### config.mk
export PLATFORM = sky130hd
export DESIGN_NAME = dsadc_core
export DESIGN_NICKNAME = d
export VERILOG_FILES = /design/src/rtl/dsadc_pkg.sv /design/src/rtl/dsadc_prescaler.sv /design/src/rtl/dsadc_sync.sv /design/src/rtl/dsadc_bcd_counter.sv /design/src/rtl/dsadc_sequencer.sv /design/src/rtl/dsadc_core.sv
export SDC_FILE = /design/constraint.sdc
export NUM_CORES = 1
export LEC_CHECK = 0
export BUFFER_PORTS_ARGS = -buffer_cell sky130_fd_sc_hd__buf_2
export CORE_ASPECT_RATIO = 0.75
export CORE_MARGIN = 1.5
export CORE_UTILIZATION = 25
export CTS_BUF_LIST = sky130_fd_sc_hd__clkbuf_2 sky130_fd_sc_hd__clkbuf_4 sky130_fd_sc_hd__clkbuf_8
export DETAILED_ROUTE_END_ITERATION = 8
export PLACE_DENSITY = 0.42
export REMOVE_ABC_BUFFERS = 1
export SETUP_SLACK_MARGIN = 0.4
export SYNTH_ARGS = -nofsm -noshare
export SYNTH_HDL_FRONTEND = slang
export SYNTH_HIERARCHICAL = 1
export SYNTH_SLANG_ARGS = --single-unit
### constraint.sdc
create_clock -name clk_i -period 3.6 [get_ports clk_i]
set_input_delay 1.08 -clock clk_i [delete_from_list [all_inputs] [get_ports clk_i]]
set_output_delay 1.08 -clock clk_i [all_outputs]
set_load 0.02 [all_outputs]
### src/rtl/dsadc_pkg.sv
package dsadc_pkg;
    typedef enum logic [1:0] {
        PH_AUTOZERO  = 2'd0,
        PH_INTEGRATE = 2'd1,
        PH_DEINT     = 2'd2
    } phase_e;

    localparam int BCD_W = 4;
endpackage

### src/rtl/dsadc_prescaler.sv
module dsadc_prescaler #(
    parameter int DIV = 4
) (
    input  logic clk_i,
    input  logic rst_ni,
    output logic tick_o
);
    generate
        if (DIV > 1) begin : g_div
            localparam int W = $clog2(DIV);
            logic [W-1:0] cnt_q;

            always_ff @(posedge clk_i or negedge rst_ni) begin
                if (!rst_ni) begin
                    cnt_q <= '0;
                end else if (cnt_q == W'(DIV - 1)) begin
                    cnt_q <= '0;
                end else begin
                    cnt_q <= cnt_q + 1'b1;
                end
            end

            assign tick_o = (cnt_q == W'(DIV - 1));

            // a count never lasts a single clock when the divider exceeds one
            assert_tick_spacing_R3: assert property (
                @(posedge clk_i) disable iff (!rst_ni) tick_o |=> !tick_o)
                else $error("tick repeated on consecutive clocks");
        end else begin : g_pass
            assign tick_o = 1'b1;
        end
    endgenerate
endmodule

### src/rtl/dsadc_sync.sv
module dsadc_sync #(
    parameter int STAGES = 2
) (
    input  logic clk_i,
    input  logic rst_ni,
    input  logic d_i,
    output logic q_o
);
    logic [STAGES-1:0] chain_q;

    always_ff @(posedge clk_i or negedge rst_ni) begin
        if (!rst_ni) begin
            chain_q <= '0;
        end else begin
            chain_q[0] <= d_i;
            for (int i = 1; i < STAGES; i++) begin
                chain_q[i] <= chain_q[i-1];
            end
        end
    end

    assign q_o = chain_q[STAGES-1];
endmodule

### src/rtl/dsadc_bcd_counter.sv
module dsadc_bcd_counter
    import dsadc_pkg::*;
#(
    parameter int DIGITS = 4
) (
    input  logic                    clk_i,
    input  logic                    rst_ni,
    input  logic                    clr_i,
    input  logic                    inc_i,
    output logic [BCD_W*DIGITS-1:0] bcd_o
);
    logic [DIGITS:0] carry;

    assign carry[0] = inc_i;

    generate
        for (genvar g = 0; g < DIGITS; g++) begin : g_decade
            logic [BCD_W-1:0] digit_q;
            logic             wrap;

            assign wrap         = (digit_q == 4'd9);
            assign carry[g+1]   = carry[g] && wrap;
            assign bcd_o[BCD_W*g +: BCD_W] = digit_q;

            always_ff @(posedge clk_i or negedge rst_ni) begin
                if (!rst_ni) begin
                    digit_q <= '0;
                end else if (clr_i) begin
                    digit_q <= '0;
                end else if (carry[g]) begin
                    digit_q <= wrap ? 4'd0 : digit_q + 4'd1;
                end
            end

            // every decade stays a legal BCD digit
            assert_digit_range_R7: assert property (
                @(posedge clk_i) disable iff (!rst_ni) digit_q <= 4'd9)
                else $error("decade left BCD range");
        end
    endgenerate

    logic unused_top_carry;
    assign unused_top_carry = carry[DIGITS];
endmodule

### src/rtl/dsadc_sequencer.sv
module dsadc_sequencer
    import dsadc_pkg::*;
#(
    parameter int INT_COUNTS   = 1000,
    parameter int FULL_COUNTS  = 2000,
    parameter int CYCLE_COUNTS = 4000
) (
    input  logic clk_i,
    input  logic rst_ni,
    input  logic tick_i,
    input  logic cmp_sync_i,
    output logic sw_autozero_o,
    output logic sw_integrate_o,
    output logic sw_ref_pos_o,
    output logic sw_ref_neg_o,
    output logic cnt_clr_o,
    output logic cnt_inc_o,
    output logic latch_o,
    output logic latch_ovr_o,
    output logic pol_neg_o
);
    localparam int PW        = $clog2(CYCLE_COUNTS);
    localparam int DW        = $clog2(FULL_COUNTS + 1);
    localparam int RESET_POS = INT_COUNTS + FULL_COUNTS + 1;

    phase_e        state_q, state_d;
    logic [PW-1:0] pos_q;
    logic [DW-1:0] de_q;
    logic          pol_hi_q;

    logic at_cycle_end, at_int_end, crossing, de_cap;

    assign at_cycle_end = (pos_q == PW'(CYCLE_COUNTS - 1));
    assign at_int_end   = (pos_q == PW'(INT_COUNTS - 1));
    assign crossing     = (cmp_sync_i != pol_hi_q);
    assign de_cap       = (de_q == DW'(FULL_COUNTS));

    // next-state logic
    always_comb begin
        state_d = state_q;
        unique case (state_q)
            PH_AUTOZERO:  if (tick_i && at_cycle_end)          state_d = PH_INTEGRATE;
            PH_INTEGRATE: if (tick_i && at_int_end)            state_d = PH_DEINT;
            PH_DEINT:     if (tick_i && (crossing || de_cap))  state_d = PH_AUTOZERO;
            default:                                           state_d = PH_AUTOZERO;
        endcase
    end

    // state register and counters
    always_ff @(posedge clk_i or negedge rst_ni) begin
        if (!rst_ni) begin
            state_q  <= PH_AUTOZERO;
            pos_q    <= PW'(RESET_POS);
            de_q     <= '0;
            pol_hi_q <= 1'b1;
        end else begin
            state_q <= state_d;
            if (tick_i) begin
                pos_q <= at_cycle_end ? '0 : pos_q + 1'b1;
            end
            if (cnt_clr_o) begin
                de_q <= '0;
            end else if (cnt_inc_o) begin
                de_q <= de_q + 1'b1;
            end
            if (tick_i && state_q == PH_INTEGRATE && at_int_end) begin
                pol_hi_q <= cmp_sync_i;
            end
        end
    end

    // outputs
    always_comb begin
        sw_autozero_o  = 1'b0;
        sw_integrate_o = 1'b0;
        sw_ref_pos_o   = 1'b0;
        sw_ref_neg_o   = 1'b0;
        cnt_clr_o      = 1'b0;
        cnt_inc_o      = 1'b0;
        latch_o        = 1'b0;
        latch_ovr_o    = 1'b0;
        unique case (state_q)
            PH_AUTOZERO: begin
                sw_autozero_o = 1'b1;
                cnt_clr_o     = tick_i && at_cycle_end;
            end
            PH_INTEGRATE: begin
                sw_integrate_o = 1'b1;
            end
            PH_DEINT: begin
                sw_ref_neg_o = pol_hi_q;
                sw_ref_pos_o = !pol_hi_q;
                cnt_inc_o    = tick_i && !crossing && !de_cap;
                latch_o      = tick_i && (crossing || de_cap);
                latch_ovr_o  = de_cap && !crossing;
            end
            default: begin
                sw_autozero_o = 1'b1;
            end
        endcase
    end

    assign pol_neg_o = !pol_hi_q;

    // the front end never sees two switches, or none
    assert_switch_onehot_R2: assert property (
        @(posedge clk_i) disable iff (!rst_ni)
        $onehot({sw_autozero_o, sw_integrate_o, sw_ref_pos_o, sw_ref_neg_o}))
        else $error("switch controls not one-hot");

    // integrate is confined to the first INT_COUNTS positions of the cycle
    assert_integrate_window_R3: assert property (
        @(posedge clk_i) disable iff (!rst_ni)
        (state_q == PH_INTEGRATE) |-> (pos_q < PW'(INT_COUNTS)))
        else $error("integrate outside its window");

    // de-integrate is only left towards auto-zero
    assert_order_de_R4: assert property (
        @(posedge clk_i) disable iff (!rst_ni)
        (state_q == PH_DEINT) |=> (state_q != PH_INTEGRATE))
        else $error("de-integrate jumped to integrate");

    // auto-zero never skips integrate
    assert_order_az_R4: assert property (
        @(posedge clk_i) disable iff (!rst_ni)
        (state_q == PH_AUTOZERO) |=> (state_q != PH_DEINT))
        else $error("auto-zero jumped to de-integrate");

    // the sampled polarity is held through de-integrate
    assert_pol_held_R5: assert property (
        @(posedge clk_i) disable iff (!rst_ni)
        (state_q == PH_DEINT && $past(state_q) == PH_DEINT) |-> $stable(pol_hi_q))
        else $error("polarity changed during de-integrate");

    // the de-integrate tally never passes full scale
    assert_no_overflow_R8: assert property (
        @(posedge clk_i) disable iff (!rst_ni) de_q <= DW'(FULL_COUNTS))
        else $error("de-integrate tally past full scale");
endmodule

### src/rtl/dsadc_core.sv
module dsadc_core
    import dsadc_pkg::*;
#(
    parameter int OSC_DIV      = 4,
    parameter int INT_COUNTS   = 1000,
    parameter int FULL_COUNTS  = 2000,
    parameter int CYCLE_COUNTS = 4000,
    parameter int DIGITS       = 4,
    parameter int SYNC_STAGES  = 2
) (
    input  logic                    clk_i,
    input  logic                    rst_ni,
    input  logic                    cmp_i,
    output logic                    sw_autozero_o,
    output logic                    sw_integrate_o,
    output logic                    sw_ref_pos_o,
    output logic                    sw_ref_neg_o,
    output logic [BCD_W*DIGITS-1:0] result_bcd_o,
    output logic                    result_neg_o,
    output logic                    result_ovr_o
);
    localparam int RW = BCD_W * DIGITS;

    logic          tick, cmp_sync;
    logic          cnt_clr, cnt_inc, latch_en, latch_ovr, pol_neg;
    logic [RW-1:0] tally_bcd;

    dsadc_prescaler #(.DIV(OSC_DIV)) u_prescaler (
        .clk_i (clk_i),
        .rst_ni(rst_ni),
        .tick_o(tick)
    );

    dsadc_sync #(.STAGES(SYNC_STAGES)) u_sync (
        .clk_i (clk_i),
        .rst_ni(rst_ni),
        .d_i   (cmp_i),
        .q_o   (cmp_sync)
    );

    dsadc_sequencer #(
        .INT_COUNTS  (INT_COUNTS),
        .FULL_COUNTS (FULL_COUNTS),
        .CYCLE_COUNTS(CYCLE_COUNTS)
    ) u_seq (
        .clk_i         (clk_i),
        .rst_ni        (rst_ni),
        .tick_i        (tick),
        .cmp_sync_i    (cmp_sync),
        .sw_autozero_o (sw_autozero_o),
        .sw_integrate_o(sw_integrate_o),
        .sw_ref_pos_o  (sw_ref_pos_o),
        .sw_ref_neg_o  (sw_ref_neg_o),
        .cnt_clr_o     (cnt_clr),
        .cnt_inc_o     (cnt_inc),
        .latch_o       (latch_en),
        .latch_ovr_o   (latch_ovr),
        .pol_neg_o     (pol_neg)
    );

    dsadc_bcd_counter #(.DIGITS(DIGITS)) u_tally (
        .clk_i (clk_i),
        .rst_ni(rst_ni),
        .clr_i (cnt_clr),
        .inc_i (cnt_inc),
        .bcd_o (tally_bcd)
    );

    // output latch
    always_ff @(posedge clk_i or negedge rst_ni) begin
        if (!rst_ni) begin
            result_bcd_o <= '0;
            result_neg_o <= 1'b0;
            result_ovr_o <= 1'b0;
        end else if (latch_en) begin
            result_bcd_o <= tally_bcd;
            result_neg_o <= pol_neg;
            result_ovr_o <= latch_ovr;
        end
    end

    // results move only when a conversion completes
    assert_result_hold_R9: assert property (
        @(posedge clk_i) disable iff (!rst_ni)
        !latch_en |=> $stable({result_bcd_o, result_neg_o, result_ovr_o}))
        else $error("result changed outside a latch");

    // the latch coincides with the return to auto-zero
    assert_latch_to_az_R9: assert property (
        @(posedge clk_i) disable iff (!rst_ni)
        latch_en |=> sw_autozero_o)
        else $error("latch not followed by auto-zero");
endmodule

=== Word level (Yosys, flattened, before mapping) ===
Index checks and enable logic that the tools add are counted.

* Register bits: 64
* Input bits: 3
* Output and inout bits: 22
* Word-level logic and storage cells: 84

* Add/subtract/negate cells: 7
* Equality and inequality tests: 14
* Mux-type cells: 28
* Reduce and logical (&&, ||, !) cells: 22

{| class="wikitable"
|+ Operators with widths
! cell !! count
|-
| 4-bit two-way mux || 12
|-
| 11-bit two-way mux || 2
|-
| 4-bit by 1-bit adder with 4-bit output, second input constant || 4
|-
| 4-bit equality test, second input constant || 4
|-
| 12-bit by 1-bit adder with 12-bit output, second input constant || 1
|-
| 12-bit by 10-bit equality test with 1-bit output, second input constant || 1
|-
| 12-bit equality test, second input constant || 1
|-
| 12-bit two-way mux || 1
|-
| 11-bit by 1-bit adder with 11-bit output, second input constant || 1
|-
| 11-bit equality test, second input constant || 1
|-
| 1-bit logical AND || 11
|-
| 1-bit two-way mux || 8
|-
| 2-bit two-way mux || 4
|-
| 2-bit nonzero test || 4
|-
| 2-bit by 1-bit inequality test with 1-bit output, second input constant || 3
|-
| 2-bit case mux with 3 select lines || 1
|-
| 2-bit equality test, second input constant || 2
|-
| 1-bit zero test || 3
|-
| 3-bit AND reduction || 1
|-
| 2-bit by 1-bit adder with 2-bit output, second input constant || 1
|-
| 2-bit by 1-bit equality test with 1-bit output, second input constant || 1
|-
| 2-bit zero test || 1
|-
| 2-bit OR reduction || 1
|-
| 1-bit logical OR || 1
|-
| 1-bit inequality test || 1
|}

=== Logic depth before layout (Yosys ltp) ===
* Depth after elaboration: 10
* Depth in mapped cells: 12
* Depth with buffers taken out: 9

=== Hierarchy ===
Netlist, hierarchy kept.

{| class="wikitable"
|+ By module, submodules not included
! module !! times used !! cells each !! area each (µm²) !! sequential area each (µm²)
|-
| dsadc_sequencer || 1 || 161 || 1,560.2 || 661.9
|-
| dsadc_bcd_counter || 1 || 106 || 957.2 || 400.4
|-
| dsadc_core || 1 || 38 || 721.9 || 450.4
|-
| dsadc_prescaler || 1 || 4 || 66.3 || 50.0
|-
| dsadc_sync || 1 || 2 || 50.0 || 50.0
|}

=== Worst setup path before layout ===
No wires, ideal clock.

* Path type: reg2reg
* Start point: register u_seq.de_q[5]
* End point: register u_tally.g_decade[3].digit_q[3]
* Library setup time: 132 ps
* Arrival time: 2,267 ps
* Required time: 3,468 ps
* Slack: 1,201 ps
* Stages on the path, launching flop included: 10
* Path buffers: 2
* Period minus slack after synthesis: 2,399 ps
* Path through: dfrtp_1 > or4b_4 > nor3_4 > nor3_1 > buf_4 > and4b_1 > buf_4 > and3_1 > a221oi_1 > nor2_1

* Longest elaborated chain between the ends: 8

{| class="wikitable"
|+ RTL lines
! element !! RTL line !! RTL
|-
| from (decl) || dsadc_sequencer.sv:28 || <nowiki>logic [DW-1:0] de_q;</nowiki>
|-
| from (signal assigned) || dsadc_sequencer.sv:64 || <nowiki>de_q <= de_q + 1'b1;</nowiki>
|-
| 11-bit equality test || dsadc_sequencer.sv:36 || <nowiki>assign de_cap = (de_q == DW'(FULL_COUNTS));</nowiki>
|-
| 1-bit zero test || dsadc_sequencer.sv:93 || <nowiki>cnt_inc_o = tick_i && !crossing && !de_cap;</nowiki>
|-
| 1-bit logical AND || dsadc_sequencer.sv:93 ||
|-
| 1-bit two-way mux || dsadc_sequencer.sv:82 || <nowiki>unique case (state_q)</nowiki>
|-
| via cnt_inc || dsadc_core.sv:25 || <nowiki>logic cnt_clr, cnt_inc, latch_en, latch_ovr, pol_neg;</nowiki>
|-
| 1-bit logical AND (3 in series) || dsadc_bcd_counter.sv:22 || <nowiki>assign carry[g+1] = carry[g] && wrap;</nowiki>
|-
| 2-bit nonzero test (no source line) || n/a ||
|-
| to (signal assigned) || dsadc_bcd_counter.sv:31 || <nowiki>digit_q <= wrap ? 4'd0 : digit_q + 4'd1;</nowiki>
|-
| to (decl) || dsadc_bcd_counter.sv:18 || <nowiki>logic [BCD_W-1:0] digit_q;</nowiki>
|}

The timed path passes the listed nets, and every way through them passes these cells.
A chain may end at the register's enable or synchronous reset.

=== Final worst setup path ===
* Start point: register u_seq.state_q[0]
* End point: output port sw_ref_pos_o

* Longest elaborated chain between the ends: 2

{| class="wikitable"
|+ RTL lines
! element !! RTL line !! RTL
|-
| from (decl) || dsadc_sequencer.sv:26 || <nowiki>phase_e state_q, state_d;</nowiki>
|-
| from (signal assigned) || dsadc_sequencer.sv:57 || <nowiki>state_q <= state_d;</nowiki>
|-
| 2-bit equality test || dsadc_sequencer.sv:82 ||
|-
| 1-bit two-way mux || dsadc_sequencer.sv:82 ||
|-
| to (decl) || dsadc_core.sv:16 || <nowiki>output logic sw_ref_pos_o,</nowiki>
|}

No other way between the ends.

==> out/qor.txt <==
Outcome = finished, final reports clean
CORE AREA = 13100 um^2
Post-synthesis compound-gate area fraction = 0.0951
Total Wirelength = 7.35 mm
Slowest stage cell, crit path = dfrtp_1
CTS tree = yes
# resized after CTS = 0
Initial DRC count = 128
Clock buffer depth = 2
Xor and xnor area share after synthesis = 0.0362
Placement Rows = 36
CP max stage delay = 400 ps
Layout cells sized above 1 = 0.249
Die height = 103 um
Mapped cell area = 3360 um^2
Global-route wire length before repair = 12.3 mm
Area delta synth->final = 15.8%
RSZ-0062 raised after global routing = false
Asr flop ratio synth = 1.00
Grt ovf = 0
Initial Util = 0.257
Period minus WS final = 2700 ps
FF+latch count, synth = 64
P per Cell Area = 366 nW/um^2
Post-route antenna net violation count = 0
CP Capture Type = primary output
Inserted Clock Buffers = 9
Setup Crit Path Kind = flip-flop to primary output
Nets = 360
# fillers = 1377
Worst-margin pin slew = 652 ps
Pin count of the biggest net entering global routing = 29
Hold/Removal Path Class = flip-flop to flip-flop
Largest family of logic cells by synthesized area = simple AND/OR/NAND/NOR gates
Crit path buf inv count = 2
Die width = 137 um
Final WS setup = 896 ps
Register area share after synthesis = 0.481
Fin. max-slew vios = 0
Ports = 25
Antenna fix cells = 0
Root Driver = clkbuf_8
Mux contribution to synthesized area = 0.0917
Worst path cell trace = inv_1, ha_1, nor2b_1, buf_2
Critical Path AT = 1620 ps
Register area = 1610 um^2
Slew HR = 0.565
Hold_buf cts = 0
Fmax = 370 MHz
Ys flop type = dfrtp_1
Pre-CTS WS = 966 ps
Startpoint Class = flip-flop
WL/cell = 14.2 um
Sink Count = 64
Maxcap violations = 0
H-tree levels = 3
Fin crit share = 0.751
GR Util All Layers = 0.113
Register clock-pin slew on the reported worst setup and hold paths = 70 ps
Worst-Skew Late Latency = 340 ps
EDFF count, synth = 0
DRT Pass-1 Iters = 4
PortBufs = 24
Mean post-synth cell area = 10.8 um^2
Post CTS Setup Buffer Count = 0
CP Max Fanout = 9
Post-Syn Instances = 311
Delay-heaviest family, CP = flip-flops
Number of vias per cell = 4.68
Die area = 14100 um^2
Yosys warns = 6
Crit path required time = 2520 ps
Post-Synth Simple-Gate Area = 0.198
Post-synthesis adder-cell area fraction = 0.0597
DP Wirelength = 4.97 mm
Initial antenna violation count = 0
P_leak = 1.71 nW
GP Congestion = 0.730
Post-synthesis cell type count = 53
Drt drc = 0
Fin. Hold Viols = 0
Worst Skew = 8.00 ps
Maximum VDD drop = 0.134 mV
Vias in the first global route = 2348
Area of the multi-input gates = 1620 um^2
Pwr Total = 1.42 mW
Setup-failing EPs final = 0
Vias = 2422
Setup_tns = 0 ps
[power breakdown]
| part | internal [mW] | leakage, nW | switching, mW |
|---|---|---|---|
| logic | 0.00287 | 0.743 | 0.0156 |
| clock network | 0.403 | 0.116 | 0.279 |
| registers | 0.720 | 0.848 | 0.000656 |
[synthesized netlist by cell type (2+ instances only)]
| master | instances | area share |
|---|---|---|
| dfrtp_1 | 55 | 0.41 |
| nor2_1 | 26 | 0.029 |
| a21oi_1 | 24 | 0.036 |
| nand2_1 | 20 | 0.022 |
| ha_1 | 16 | 0.060 |
| inv_1 | 15 | 0.017 |
| nand4_1 | 12 | 0.022 |
| mux2_4 | 11 | 0.049 |
| xnor2_1 | 11 | 0.029 |
| mux2_2 | 10 | 0.034 |
| dfstp_2 | 9 | 0.070 |
| o21ai_0 | 9 | 0.013 |
| nand3_1 | 8 | 0.012 |
| nor3_1 | 8 | 0.012 |
| o31ai_1 | 8 | 0.018 |
| clkbuf_1 | 6 | 0.0067 |
| or3_1 | 6 | 0.011 |
| and3_1 | 5 | 0.0093 |
| or4_1 | 4 | 0.0089 |
| and2_1 | 3 | 0.0056 |
| and3b_1 | 3 | 0.0078 |
| mux2i_1 | 3 | 0.0089 |
| and4_1 | 2 | 0.0052 |
| and4b_1 | 2 | 0.0060 |
| buf_4 | 2 | 0.0045 |
| nand3b_1 | 2 | 0.0045 |
| nand4b_1 | 2 | 0.0052 |
| nor2b_1 | 2 | 0.0037 |
| nor4_1 | 2 | 0.0037 |
| or4_2 | 2 | 0.0052 |
[per-layer routing]
metal	track usage	routed length [um]
met5	0	0
met4	0.0381	133
met3	0.0365	211
met2	0.149	2980
met1	0.169	4030
[final cells by class]
type,count,area share
multi-input cells,221,0.416
flip-flops and latches,64,0.415
well taps,171,0.0551
clock buffers,14,0.0480
repair buffers,30,0.0425
inverters,15,0.0145
clock inverters,2,0.00901
[kinds of logic (layout without fill, tap and decap cells)]
kind of cell             Yosys count  after routing
AND/OR/NAND/NOR                  116            116
flip-flops                        64             64
AO/OA/AOI/OAI                     52             52
buffers and inverters             26             61
multiplexers                      24             24
adder cells (fa/ha/maj)           16             16
XOR/XNOR                          13             13
[cells in the final DEF, fill, tap and decap left out, drive strengths merged, types with 2 or more instances in the layout]
| cell | n |
|---|---|
| o221ai | 2 |
| o31ai | 8 |
| or4 | 6 |
| and4b | 2 |
| dfstp | 9 |
| mux2 | 21 |
| nor3 | 9 |
| or3 | 7 |
| nor2b | 2 |
| xnor2 | 12 |
| and2 | 4 |
| and3 | 5 |
| and4 | 2 |
| a21oi | 24 |
| buf | 30 |
| and3b | 3 |
| nand4b | 2 |
| o21ai | 9 |
| nand2 | 20 |
| clkbuf | 14 |
| nor4 | 3 |
| dfrtp | 55 |
| nand3 | 8 |
| mux2i | 3 |
| nand4 | 12 |
| inv | 15 |
| nand3b | 2 |
| ha | 16 |
| nor2 | 26 |
[registers in the layout (all words and copies together), names as in the netlist]
name / flops
u_prescaler/g_div.cnt_q: 2
u_seq/state_q: 2
u_tally/g_decade.digit_q: 16
u_sync/chain_q: 2
result_neg_o: 1
u_seq/pos_q: 12
result_bcd_o: 16
u_seq/de_q: 11
result_ovr_o: 1
u_seq/pol_hi_q: 1
[final timing paths]
check / from / endpoint / slack, ps / cells after the start
setup / recovery: u_seq/state_q[0] / sw_ref_pos_o / 900 / 4
hold / removal: u_sync/chain_q[0] / u_sync/chain_q[1] / 350 / 0
setup reg to reg: u_seq/state_q[0] / u_tally/g_decade[3].digit_q[2] / 900 / 9
hold reg to reg: u_sync/chain_q[0] / u_sync/chain_q[1] / 350 / 0
max in group asynchronous: rst_ni / u_seq/pos_q[4] / 2080 / 2
min in group asynchronous: rst_ni / u_seq/de_q[2] / 760 / 1
[metrics by stage]
| step | hold WS (ps) | area (um^2) | instances | util |
|---|---|---|---|---|
| final | 350 | 3890 | 517 | 0.298 |
| after global routing | 370 | 3890 | 517 | 0.298 |
| after CTS | 353 | 3890 | 517 | 0.298 |
| after detailed placement | 337 | 3660 | 501 | 0.281 |
| after global placement | 335 | 3660 | 501 | 0.281 |
| after floorplan | 331 | 3280 | 300 | - |
(Power assumes the default switching activity.)
